### src/rtl/spi_slv_pkg.sv
package spi_slv_pkg;
   localparam int unsigned REG_ADDR_W = 2;

   typedef enum logic [REG_ADDR_W-1:0] {
      REG_CTRL = 2'd0,
      REG_STAT = 2'd1,
      REG_DATA = 2'd2
   } reg_sel_e;

   // status bit positions
   localparam int unsigned STAT_RXF  = 0;
   localparam int unsigned STAT_TXE  = 1;
   localparam int unsigned STAT_OVR  = 6;
   localparam int unsigned STAT_BUSY = 7;

   typedef struct packed {
      logic late_edge;   // bit 2: sample on second edge
      logic idle_high;   // bit 1: clock idle level
      logic enable;      // bit 0
   } ctrl_t;
endpackage

### src/rtl/spi_slv_sync.sv
module spi_slv_sync #(
   parameter int unsigned WIDTH = 3,
   parameter int unsigned STAGES = 2,
   parameter logic [WIDTH-1:0] RST_VAL = '0
) (
   input  logic             clk,
   input  logic             rst_n,
   input  logic [WIDTH-1:0] d_async,
   output logic [WIDTH-1:0] d_sync
);
   if (STAGES < 2) begin : g_bad_stages
      $error("spi_slv_sync: STAGES must be at least 2");
   end

   for (genvar b = 0; b < WIDTH; b++) begin : g_bit
      logic [STAGES-1:0] chain;
      always_ff @(posedge clk or negedge rst_n) begin
         if (!rst_n) chain <= {STAGES{RST_VAL[b]}};
         else        chain <= {chain[STAGES-2:0], d_async[b]};
      end
      assign d_sync[b] = chain[STAGES-1];
   end
endmodule

### src/rtl/spi_slv_shift.sv
module spi_slv_shift #(
   parameter int unsigned DATA_W = 8,
   parameter bit LSB_FIRST = 1'b0
) (
   input  logic              clk,
   input  logic              rst_n,
   input  logic              en,
   input  logic              idle_high,
   input  logic              late_edge,
   input  logic              sck_s,
   input  logic              mosi_s,
   input  logic              csn_s,
   input  logic [DATA_W-1:0] tx_byte,
   input  logic              tx_full,
   output logic              take,
   output logic              miso,
   output logic              done,
   output logic [DATA_W-1:0] rx_byte,
   output logic              in_frame
);
   localparam int unsigned CNT_W = (DATA_W > 2) ? $clog2(DATA_W) : 1;
   localparam logic [CNT_W-1:0] LAST = CNT_W'(DATA_W - 1);

   logic              sck_d, csn_d;
   logic [CNT_W-1:0]  cnt;
   logic [DATA_W-1:0] tx_sr, rx_sr, last_byte, tx_next, rx_next, shifted;
   logic              lead, trail, sample_ev, shift_ev, load_ev, done_now, csn_fall;

   always_comb begin
      lead      = idle_high ? (sck_d & ~sck_s) : (~sck_d & sck_s);
      trail     = idle_high ? (~sck_d & sck_s) : (sck_d & ~sck_s);
      csn_fall  = csn_d & ~csn_s;
      sample_ev = en & ~csn_s & (late_edge ? trail : lead);
      shift_ev  = en & ~csn_s & (late_edge ? lead : trail);
      done_now  = sample_ev & (cnt == LAST);
      load_ev   = late_edge ? (shift_ev & (cnt == '0))
                            : (en & (csn_fall | (done_now & ~csn_s)));
      take      = load_ev & tx_full;
      tx_next   = tx_full ? tx_byte : last_byte;
   end

   if (LSB_FIRST) begin : g_lsb
      assign miso    = tx_sr[0];
      assign shifted = {1'b0, tx_sr[DATA_W-1:1]};
      assign rx_next = {mosi_s, rx_sr[DATA_W-1:1]};
   end else begin : g_msb
      assign miso    = tx_sr[DATA_W-1];
      assign shifted = {tx_sr[DATA_W-2:0], 1'b0};
      assign rx_next = {rx_sr[DATA_W-2:0], mosi_s};
   end

   always_ff @(posedge clk or negedge rst_n) begin
      if (!rst_n) begin
         sck_d     <= 1'b0;
         csn_d     <= 1'b1;
         cnt       <= '0;
         tx_sr     <= '0;
         rx_sr     <= '0;
         last_byte <= '0;
         rx_byte   <= '0;
         done      <= 1'b0;
         in_frame  <= 1'b0;
      end else begin
         sck_d <= sck_s;
         csn_d <= csn_s;
         done  <= done_now;
         if (load_ev) begin
            tx_sr     <= tx_next;
            last_byte <= tx_next;
         end else if (shift_ev && cnt != '0) begin
            tx_sr <= shifted;
         end
         if (done_now) rx_byte <= rx_next;
         if (!en || csn_s) begin
            cnt      <= '0;
            in_frame <= 1'b0;
         end else begin
            if (sample_ev) begin
               rx_sr <= rx_next;
               cnt   <= (cnt == LAST) ? '0 : cnt + 1'b1;
            end
            if (done_now)                      in_frame <= ~late_edge & take;
            else if (sample_ev || take)        in_frame <= 1'b1;
            else if (late_edge && load_ev)     in_frame <= 1'b1;
         end
      end
   end
endmodule

### src/rtl/spi_slv_buf.sv
module spi_slv_buf
   import spi_slv_pkg::*;
#(
   parameter int unsigned DATA_W = 8,
   parameter int unsigned SYNC_STAGES = 2,
   parameter bit LSB_FIRST = 1'b0
) (
   input  logic                  clk,
   input  logic                  rst_n,
   input  logic                  bus_sel,
   input  logic                  bus_wr,
   input  logic [REG_ADDR_W-1:0] bus_addr,
   input  logic [DATA_W-1:0]     bus_wdata,
   output logic [DATA_W-1:0]     bus_rdata,
   input  logic                  spi_sck,
   input  logic                  spi_mosi,
   input  logic                  spi_csn,
   output logic                  spi_miso
);
   if (DATA_W < 8) begin : g_bad_width
      $error("spi_slv_buf: DATA_W must be at least 8 to hold the status layout");
   end

   ctrl_t             ctrl;
   logic [DATA_W-1:0] tx_buf, rx_buf, rx_byte;
   logic              txe, rxf, ovr, ovr_arm, busy, wr_d1, wr_d2;
   logic              ovr_n, arm_n;
   logic              wr_ctrl, wr_data, rd_data, rd_stat, rxf_eff;
   logic              take, done, in_frame;
   logic              sck_s, mosi_s, csn_s;

   spi_slv_sync #(.WIDTH(3), .STAGES(SYNC_STAGES), .RST_VAL(3'b100)) u_sync (
      .clk(clk), .rst_n(rst_n),
      .d_async({spi_csn, spi_mosi, spi_sck}),
      .d_sync({csn_s, mosi_s, sck_s})
   );

   spi_slv_shift #(.DATA_W(DATA_W), .LSB_FIRST(LSB_FIRST)) u_shift (
      .clk(clk), .rst_n(rst_n), .en(ctrl.enable),
      .idle_high(ctrl.idle_high), .late_edge(ctrl.late_edge),
      .sck_s(sck_s), .mosi_s(mosi_s), .csn_s(csn_s),
      .tx_byte(tx_buf), .tx_full(~txe), .take(take), .miso(spi_miso),
      .done(done), .rx_byte(rx_byte), .in_frame(in_frame)
   );

   always_comb begin
      wr_ctrl = bus_sel & bus_wr & (bus_addr == REG_CTRL);
      wr_data = bus_sel & bus_wr & (bus_addr == REG_DATA) & ctrl.enable;
      rd_data = bus_sel & ~bus_wr & (bus_addr == REG_DATA);
      rd_stat = bus_sel & ~bus_wr & (bus_addr == REG_STAT);
      rxf_eff = rxf & ~rd_data;
      ovr_n = ovr;
      arm_n = ovr_arm;
      if (rd_stat && ovr_arm) begin
         ovr_n = 1'b0;
         arm_n = 1'b0;
      end
      if (rd_data && ovr) arm_n = 1'b1;
      if (done && rxf_eff) ovr_n = 1'b1;
   end

   always_ff @(posedge clk or negedge rst_n) begin
      if (!rst_n) begin
         ctrl    <= '0;
         tx_buf  <= '0;
         txe     <= 1'b1;
         rx_buf  <= '0;
         rxf     <= 1'b0;
         ovr     <= 1'b0;
         ovr_arm <= 1'b0;
         busy    <= 1'b0;
         wr_d1   <= 1'b0;
         wr_d2   <= 1'b0;
      end else begin
         if (wr_ctrl) ctrl <= ctrl_t'(bus_wdata[2:0]);
         if (!ctrl.enable) txe <= 1'b1;
         else if (wr_data) begin
            tx_buf <= bus_wdata;
            txe    <= 1'b0;
         end else if (take) txe <= 1'b1;
         wr_d1 <= wr_data;
         wr_d2 <= wr_d1;
         busy  <= ctrl.enable & (wr_d2 | in_frame | (busy & ~txe));
         if (done && !rxf_eff) begin
            rx_buf <= rx_byte;
            rxf    <= 1'b1;
         end else if (rd_data) rxf <= 1'b0;
         ovr     <= ovr_n;
         ovr_arm <= arm_n;
      end
   end

   always_comb begin
      bus_rdata = '0;
      case (bus_addr)
         REG_CTRL: bus_rdata[2:0] = ctrl;
         REG_STAT: begin
            bus_rdata[STAT_RXF]  = rxf;
            bus_rdata[STAT_TXE]  = txe;
            bus_rdata[STAT_OVR]  = ovr;
            bus_rdata[STAT_BUSY] = busy;
         end
         REG_DATA: bus_rdata = rx_buf;
         default: bus_rdata = '0;
      endcase
   end

   AST_QUIET_DISABLED: assert property (@(posedge clk) disable iff (!rst_n)
      (!ctrl.enable && !$past(ctrl.enable) && !rxf) |=> !rxf);
   AST_TXE_CLR_ON_WR: assert property (@(posedge clk) disable iff (!rst_n)
      wr_data |=> !txe);
   AST_RXF_ON_DONE: assert property (@(posedge clk) disable iff (!rst_n)
      done |=> rxf);
   AST_BUSY_LATE: assert property (@(posedge clk) disable iff (!rst_n)
      (wr_data && !busy && !in_frame && !wr_d1 && !wr_d2) |=> !busy);
   AST_BUSY_IN_FRAME: assert property (@(posedge clk) disable iff (!rst_n)
      (ctrl.enable && in_frame) |=> busy);
   AST_OVR_KEEPS_OLD: assert property (@(posedge clk) disable iff (!rst_n)
      (done && rxf && !rd_data) |=> (ovr && $stable(rx_buf)));
endmodule

### config.mk
export PLATFORM = sky130hd
export DESIGN_NAME = spi_slv_buf
export DESIGN_NICKNAME = d
export VERILOG_FILES = /design/src/rtl/spi_slv_pkg.sv /design/src/rtl/spi_slv_sync.sv /design/src/rtl/spi_slv_shift.sv /design/src/rtl/spi_slv_buf.sv
export SDC_FILE = /design/constraint.sdc
export NUM_CORES = 1
export LEC_CHECK = 0
export CAP_MARGIN = 10
export CELL_PAD_IN_SITES_DETAIL_PLACEMENT = 0
export CELL_PAD_IN_SITES_GLOBAL_PLACEMENT = 1
export CORE_ASPECT_RATIO = 0.75
export CORE_MARGIN = 2
export CORE_UTILIZATION = 55
export CTS_CLUSTER_SIZE = 14
export DETAILED_ROUTE_END_ITERATION = 8
export DONT_BUFFER_PORTS = 1
export PLACE_DENSITY_LB_ADDON = 0.2
export SLEW_MARGIN = 20
export SYNTH_ARGS = -nofsm -noshare
export SYNTH_HDL_FRONTEND = slang
export SYNTH_SLANG_ARGS = --single-unit
### constraint.sdc
create_clock -name clk -period 2.8 [get_ports clk]
set_input_delay 0.42 -clock clk [delete_from_list [all_inputs] [get_ports clk]]
set_output_delay 0.42 -clock clk [all_outputs]
set_load 0.02 [all_outputs]
Yosys cells after proc, flatten, opt, wreduce, memory -nomap -nowiden

Cells that the tools add are included.

Word-level logic and storage cells: 110
Flip-flop bits (word level): 70
Input bits: 17
Output and inout port bits: 9

Reductions and logical operators: 21
Muxes and demuxes: 27
Eq/ne operators: 4
Bitwise operators: 33
Add/subtract/negate cells: 1

Operators by type and width:

| operator            | number |
|---|---|
| $mux 8              | 3 |
| $and 1x1->1         | 22 |
| $mux 1              | 17 |
| $mux 3              | 4 |
| $reduce_bool 2->1   | 5 |
| $not 1->1           | 8 |
| $logic_and 1x1->1   | 6 |
| $pmux 2 s3          | 1 |
| $pmux 2 s2          | 1 |
| $reduce_and 2->1    | 2 |
| $reduce_bool 4->1   | 1 |
| $add 3x1->3 const B | 1 |
| $eq 3x3->1 const B  | 1 |
| $logic_not 3->1     | 1 |
| $ne 3x1->1 const B  | 1 |
| $or 1x1->1          | 3 |
| $reduce_bool 3->1   | 1 |
| $eq 2x1->1 const B  | 1 |
| $eq 2x2->1 const B  | 1 |
| $logic_not 1->1     | 2 |
| $logic_not 2->1     | 1 |
| $logic_or 1x1->1    | 2 |
| $pmux 1 s2          | 1 |

Depth between registers and ports, before layout

Gate-level depths: netlist of run 1.

Depth after elaboration: 15
Mapped depth: 7
Mapped depth without buffers: 7

Cells and area by module

From an unflattened synthesis of run 1, not the netlist that was laid out.

Cells, all modules: 318
Area, all modules: 3408.3 µm²

Modules (own cells, without submodules):

| module        | times used | seq. area each (µm²) | area an instance (µm²) | cells an instance |
|---|---|---|---|---|
| spi_slv_shift | 1          | 952.2                | 2090.8                 | 213 |
| spi_slv_buf   | 1          | 651.9                | 1142.3                 | 96 |
| spi_slv_sync  | 1          | 152.6                | 175.2                  | 9 |

Worst setup path before layout of run 1

Ideal clock, no wire load.

Path type: reg2reg
From: register u_shift.cnt[0]
To: register u_shift.last_byte[0]
Stages on the path, launching flop included: 8
Data required time: 2.675 ns
Setup slack: 0.961 ns
Library setup time: 0.125 ns
Arrival: 1.714 ns
Buffers on the path: 1
Period minus slack after synthesis: 1.839 ns
Path through: dfrtp_1 -> inv_1 -> ha_1 -> nor2b_1 -> nand3_1 -> a221o_1 -> buf_6 -> mux2_4

Word-level cells in the longest chain between the ends: 6
Elaborated cells between the ends (all ways): 8
Classes of those cells: eq/ne: 1; mux: 1; bitwise: 5; reduce/logical: 1

Ends and longest elaborated chain:

| item                   | RTL line            | text |
|---|---|---|
| start, declared        | spi_slv_shift.sv:25 | `logic [CNT_W-1:0] cnt;` |
| start signal, assigned | spi_slv_shift.sv:80 | `cnt <= (cnt == LAST) ? '0 : cnt + 1'b1;` |
| $eq 3x3->1             | spi_slv_shift.sv:35 | `done_now = sample_ev & (cnt == LAST);` |
| $and 1x1->1            | spi_slv_shift.sv:35 |  |
| $and 1x1->1            | spi_slv_shift.sv:37 | `: (en & (csn_fall \| (done_now & ~csn_s)));` |
| $or 1x1->1             | spi_slv_shift.sv:37 |  |
| $and 1x1->1            | spi_slv_shift.sv:37 |  |
| $mux 1 (*)             | spi_slv_shift.sv:36 | `load_ev = late_edge ? (shift_ev & (cnt == '0))` |
| end signal, assigned   | spi_slv_shift.sv:69 | `last_byte <= tx_next;` |
| end, declared          | spi_slv_shift.sv:26 | `logic [DATA_W-1:0] tx_sr, rx_sr, last_byte, tx_next, rx_next, shifted;` |

Mark *: on every way between the ends. The rest lies on a longest branch, timed or not.
A chain may end at the register's enable or synchronous reset.

Worst setup path after layout of run 1

From: register ctrl[2] in the netlist's numbering
To: register u_shift.tx_sr[4]

Word-level cells in the longest chain between the ends: 8
Elaborated cells between the ends (all ways): 13
Classes of those cells: mux: 4; bitwise: 7; reduce/logical: 2

Ends and longest elaborated chain:

| item                                               | RTL line            | text |
|---|---|---|
| start, declared                                    | spi_slv_buf.sv:24   | `ctrl_t ctrl;` |
| start signal, assigned                             | spi_slv_buf.sv:75   | `if (wr_ctrl) ctrl <= ctrl_t'(bus_wdata[2:0]);` |
| $mux 1                                             | spi_slv_shift.sv:33 | `sample_ev = en & ~csn_s & (late_edge ? trail : lead);` |
| $and 1x1->1                                        | spi_slv_shift.sv:33 |  |
| $and 1x1->1                                        | spi_slv_shift.sv:35 |  |
| $and 1x1->1                                        | spi_slv_shift.sv:37 |  |
| $or 1x1->1                                         | spi_slv_shift.sv:37 |  |
| $and 1x1->1                                        | spi_slv_shift.sv:37 |  |
| $mux 1                                             | spi_slv_shift.sv:36 |  |
| $mux 8 / $reduce_bool 2->1 (equally long branches) | n/a                 |  |
| end signal, assigned                               | spi_slv_shift.sv:68 | `tx_sr <= tx_next;` |
| end signal, assigned                               | spi_slv_shift.sv:71 | `tx_sr <= shifted;` |
| end, declared                                      | spi_slv_shift.sv:26 |  |

Parallel ways exist; a longest one is shown, timed or not.

==> metrics, run 1 <==
outcome completed; Sw Share 0.310; 1st-iter DRT viols approximately 110; Clk network pwr share 0.296; core area slightly below 0.006 mm^2; R2R Path Start ctrl[2]; row cnt 24; die area roughly 0.0066 mm^2; Syn Nets 306; share of the synthesized area in the top cell type 0.501; final global-route overflow total 0; filler cell count in the final layout between 400 and 500; CP Capture Type register; root buf cell clkbuf_8; Final TNS setup 0 ps; Cells after Synth approximately 280; ANT cells 0; Syn-to-layout area delta 9.29%; Pins Over Slew Limit 0; Fmax about 410 MHz; Comb power frac 0.187; Routed Antenna Nets 0; Seq pwr share 0.517; Detailed Routing Iterations Pass 1 4; Tot Pwr between 2 and 2.5 mW; post-synthesis sequential element count 70; Nets 314; fin crit share 0.862; startpoint types register; post-synthesis mux area share 0.187; DRC Markers 0; Post-CTS Setup Bufs 0; CP max FO 12; IR drop worst, VDD 0.000372 V; fin crit period roughly 2400 ps; H-tree depth 3; simple-gate area share of the yosys netlist 0.126; drt wl/cell 17.0 um; first-pass GRT wire length around 11 mm; Seq/Total Area, Yosys 0.533; xor-xnor portion of the synthesized cell area 0.00759; Die H between 70 and 80 um; initial antenna violation count 0; Hold Vio Cnt, Final 0; CP Data Arrival Time between 2000 and 3000 ps; largest net degree at the start of global routing 71; Yosys top cell by area dfrtp_1; Clock Skews approximately 8.2 ps; setup violators final 0; Port Buffers 0; Sequential cell area approximately 0.0018 mm^2; Synthesis Warnings 0; layout cells sized above 1 0.227; hold wc startpoint spi_csn; Initial Utilization 0.569; clk sink count 70; Async SR Flop Fraction 1.00; die width roughly 93 um; IO Count 26; CTS Buf Count 9; largest family of logic cells by synthesized area multiplexers; pin slew with the least headroom to its limit roughly 730 ps; mapped cell area about 0.0033 mm^2; Max Cap Viol 0; top cells by area, synth dfrtp_1 (50%), mux2_2 (9.2%), mux2i_1 (5.5%); vias per cell 5.57; RSZ-0062 raised after global routing no; CP Launch Point ctrl[2]; leak pwr 1.78 nW; post-DP HPWL ~4.4 mm; Post-synth EDFFs 0; Worst-path clk slew 80 ps; via count roughly 2100; worst slack at placement roughly 420 ps; GRT Overall Usage 0.217; Worst EP required approximately 3100 ps; CTS tree yes; critical path type reg2reg; Skew-Pair Late Insertion Delay 340 ps; compound-cell area share of the yosys netlist 0.0929; post-synth cell types 40; top_reg_cell synth dfrtp_1; vias in the first global route approximately 2200; PwrDens 689 mW/mm^2; PnR worst setup slack between 300 and 400 ps; Pint approximately 1.7 mW; Sw Pwr about 0.77 mW; Post-Syn Area per Cell between 10 and 15 um^2; Final Wtd Congestion around 0.74; CTS Buffer Depth 2; Synth Area in Adders 0.0266; Min-Delay Path Class in2reg; Max-slew headroom 0.508; total routed wirelength between 6 and 7 mm; area of the multi-input gates 0.00145 mm^2
layout by cell type, fill, tap and decap left out, drive strengths merged, types with 3 or more instances in the layout:
master,count
ha,7
clkbuf,9
mux2i,18
a21oi,14
nand2,35
nand3,4
a22oi,4
and2,11
mux2,36
nor2,12
clkinv,3
buf,8
nor2b,14
a31oi,6
inv,10
o221ai,7
nor3,4
dfstp,4
dfrtp,66
Yosys cell counts (2+ instances only):
cell type,n
nand2b_1,2
a31oi_1,6
o221ai_1,7
inv_1,7
a22oi_1,4
dfrtp_1,66
nand2_1,35
a222oi_1,2
buf_2,2
mux2_4,8
clkbuf_1,7
ha_1,7
buf_6,2
a21oi_1,14
nor2_1,11
nand3_1,4
mux2i_1,18
dfstp_2,4
o21ai_0,2
a22o_1,2
nor3_1,3
nor2b_1,14
and2_1,11
a32o_1,2
mux2_2,27
critical path: stages, from the launching register on:
cell	delay [ps]
dfrtp_1	500
xnor2_2	560
mux2_1	400
nand2_1	120
a22o_1	490
mux2i_1	250
worst paths after layout:
check | endpoint | slack (ps) | cells after the start
setup reg to reg | u_shift.tx_sr[4] | 390 | 5
hold / removal | u_sync.g_bit[2].chain[0] | 70 | 0
setup / recovery | u_shift.tx_sr[4] | 390 | 5
min in group asynchronous | u_shift.rx_byte[3] | 610 | 2
max in group asynchronous | txe | 1890 | 2
hold reg to reg | u_sync.g_bit[2].chain[1] | 360 | 0
metrics by stage:
step	instance area [um^2]	util	hold WS [ps]	cells
3_5_place_dp	3390	0.584	126	355
2_1_floorplan	3300	-	124	282
6_report	3600	0.622	70.0	373
4_1_cts	3600	0.622	55.8	373
5_1_grt	3600	0.622	46.2	373
3_3_place_gp	3390	0.584	126	355
power by group through the flow:
stage / Sequential [mW] / Combinational [mW] / Clock, mW
after floorplan: 1.25 / 0.384 / 0
after global placement: 1.29 / 0.428 / 0
after detailed placement: 1.30 / 0.440 / 0
after CTS: 1.28 / 0.467 / 0.759
after global routing: 1.31 / 0.521 / 0.804
final: 1.28 / 0.465 / 0.735
area by class of cell:
cell class	instances	area share
inverters	8	0.00833
flip-flops and latches	70	0.487
well taps	78	0.0271
clock buffers	9	0.0344
clock inverters	7	0.0160
repair buffers	9	0.0250
multi-input cells	192	0.402
metal layers:
metal,track usage,part of all wire,vias up
met3,0.0618,0.040,7
met1,0.345,0.54,1028
met2,0.289,0.41,30
li1,-,-,1012
met4,0.0637,0.0090,0
met5,0,0,-
sequential cells by signal, summed over array words and instances, names as in the netlist, 3 cells and up:
register and flops:
rx_buf 8, u_shift.cnt 3, u_shift.tx_sr 8, tx_buf 8, u_shift.rx_byte 8, u_shift.last_byte 8
u_sync.g_bit.chain 6, u_shift.rx_sr 7, ctrl 3
kinds of logic after synthesis:
logic type	after synthesis
xor gates and xnor gates	2
muxes	54
buffers and inverters	20
AOI/OAI and AO/OA	44
DFF	70
and+or+nand+nor	85
adders and majority gates	7
repair_timing:
item / in CTS / in global routing
hold buffers: 2 / 0
endpoints found under the hold margin: 70 / 0
resized for setup: 0 / 0
Note: power is estimated with default switching activity, not from simulation.
==> inputs of run 2 (changes only) <==
Settings changed: CORE_MARGIN 2 to 4.
==> metrics, run 2 (synthesized netlist as in run 1, its figures left out) <==
clk sink count 70 (unchanged); Worst EP required 3060 ps (about the same); CTS Buffer Depth 2 (unchanged); Max Cap Viol 0 (unchanged); largest net degree at the start of global routing 71 (unchanged); final global-route overflow total 0 (unchanged); hold wc startpoint spi_csn; Final Wtd Congestion 0.754 (+1.7%); most frequent cells in the layout dfrtp_1 (66), nand2_1 (35), mux2_2 (27); IO Count 26 (unchanged); hold bufs inserted after CTS 2 (unchanged); root buf cell clkbuf_8; core area 0.00583 mm^2 (+0.52%); post-DP HPWL 4.32 mm (-2.2%); GRT Overall Usage 0.193 (-0.0244); ANT cells 0 (unchanged); Min-Delay Path Class in2reg; Routed Antenna Nets 0 (unchanged); R2R Path Start ctrl[2]; die area 0.00731 mm^2 (+10%); Die H 75.1 um (+5.6%); Clock Skews 9.39 ps (+1.22 ps); drt wl/cell 16.9 um (-0.14%); CTS Buf Count 9 (unchanged); Final TNS setup 0 ps (unchanged); Skew-Pair Late Insertion Delay 340 ps (about the same); first-pass GRT wire length 10.7 mm (-2.8%); layout cells sized above 1 0.214 (-0.0128); 1st-iter DRT viols 143 (+34%); Fmax 417 MHz (+0.60%); IR drop worst, VDD 0.000497 V (+33%); CTS tree yes; leak pwr 1.80 nW (+0.83%); Initial Utilization 0.566 (-0.00293); CP max FO 12 (unchanged); Post-CTS Setup Bufs 0 (unchanged); Syn-to-layout area delta 10.2%; setup violators final 0 (unchanged); fin crit period 2400 ps (-14.3 ps); initial antenna violation count 0 (unchanged); Detailed Routing Iterations Pass 1 4 (unchanged); critical path type reg2reg; total routed wirelength 6.30 mm (-0.41%); filler cell count in the final layout 484 (+2.3%); row cnt 24 (unchanged); CP Capture Type register; max incr delay on CP 550 ps (about the same); hold slack 74.1 ps (+4.12 ps); die width 97.4 um (+4.3%); outcome completed; RSZ-0062 raised after global routing no; CP Data Arrival Time 2660 ps (about the same); Critical Path Slowest Stage Cell xnor2_2; via count 2095 (+0.87%); Hold Vio Cnt, Final 0 (unchanged); startpoint types register; cts repair resizes 0 (unchanged); commonest non-fill, non-tap cell in the layout dfrtp_1; H-tree depth 3 (unchanged); Port Buffers 0 (unchanged); vias in the first global route 2035 (-5.6%); pin slew with the least headroom to its limit 739 ps (+6.97 ps); Nets 313 (-0.32%); Max-slew headroom 0.503 (-0.00468); CP Launch Point ctrl[2]; vias per cell 5.63 (+1.1%); CP cell instances xnor2_2, mux2_1, nand2_1, a22o_1, mux2i_1; Pins Over Slew Limit 0 (unchanged); fin crit share 0.857 (-0.00511); fin area 0.00363 mm^2 (+0.80%); Worst-path clk slew 70 ps (about the same); Post-DP Area 0.00338 mm^2 (-0.22%); DRC Markers 0 (unchanged); PwrDens 725 mW/mm^2 (+5.3%)
==> run 2: cell types whose count changed in the layout (fill, tap and decap cells not counted), sizes merged <==
cell,previous run,this run
inv,10,7
buf,8,7
bufinv,0,2
clkinvlp,2,0
clkbuf,9,13
clkinv,3,2
==> run 2: cell type report <==
cell class / count / area (um^2) / share of cell area
Clock buffer: 13 / 149 / 0.0410
Clock inverter: 3 / 68.8 / 0.0189
Timing Repair Buffer: 8 / 82.6 / 0.0227
Inverter: 8 / 30.0 / 0.00826
Sequential cell: 70 / 1760 / 0.483
Tap cell: 78 / 97.6 / 0.0269
Multi-Input combinational cell: 192 / 1450 / 0.399
==> run 2: where the power goes <==
group / switching (mW) / internal (mW) / total, mW
sequential: 0.133 / 1.15 / 1.28
combinational: 0.230 / 0.228 / 0.458
clock: 0.363 / 0.529 / 0.892
total: 0.726 / 1.91 / 2.63
==> run 2: routing by layer <==
metal / part of all wire / GRT usage / vias up
met2: 0.42 / 0.260 / 35
met1: 0.52 / 0.291 / 1043
li1: - / - / 1015
met3: 0.053 / 0.0731 / 2
met5: 0 / 0 / -
met4: 0.0040 / 0.0507 / 0
==> run 2: path summary, 6_finish.rpt <==
kind                                             to  slack (ps)  cells past startpoint
setup / recovery                   u_shift.tx_sr[3]         400                      5
hold / removal             u_sync.g_bit[2].chain[0]          70                      0
setup reg to reg                   u_shift.tx_sr[3]         400                      5
hold reg to reg                               wr_d2         350                      0
max in group asynchronous  u_sync.g_bit[2].chain[0]        1840                      2
min in group asynchronous            u_shift.cnt[1]         650                      2
==> run 2: worst max-delay path, delay by kind of cell, from the launching register on <==
| kind | cells | cell delay [ps] |
|---|---|---|
| compound gates | 1 | 490 |
| simple gates | 1 | 120 |
| xor+xnor | 1 | 550 |
| mux | 2 | 650 |
| flops | 1 | 500 |
==> run 2: stage by stage <==
step	power [mW]	util	worst slack [ps]	cells
floorplan	1.63	-	961	282
global placement	1.72	0.580	478	354
detailed placement	1.74	0.580	422	354
CTS	2.66	0.624	388	372
global route	2.79	0.624	248	372
finish	2.63	0.624	400	372
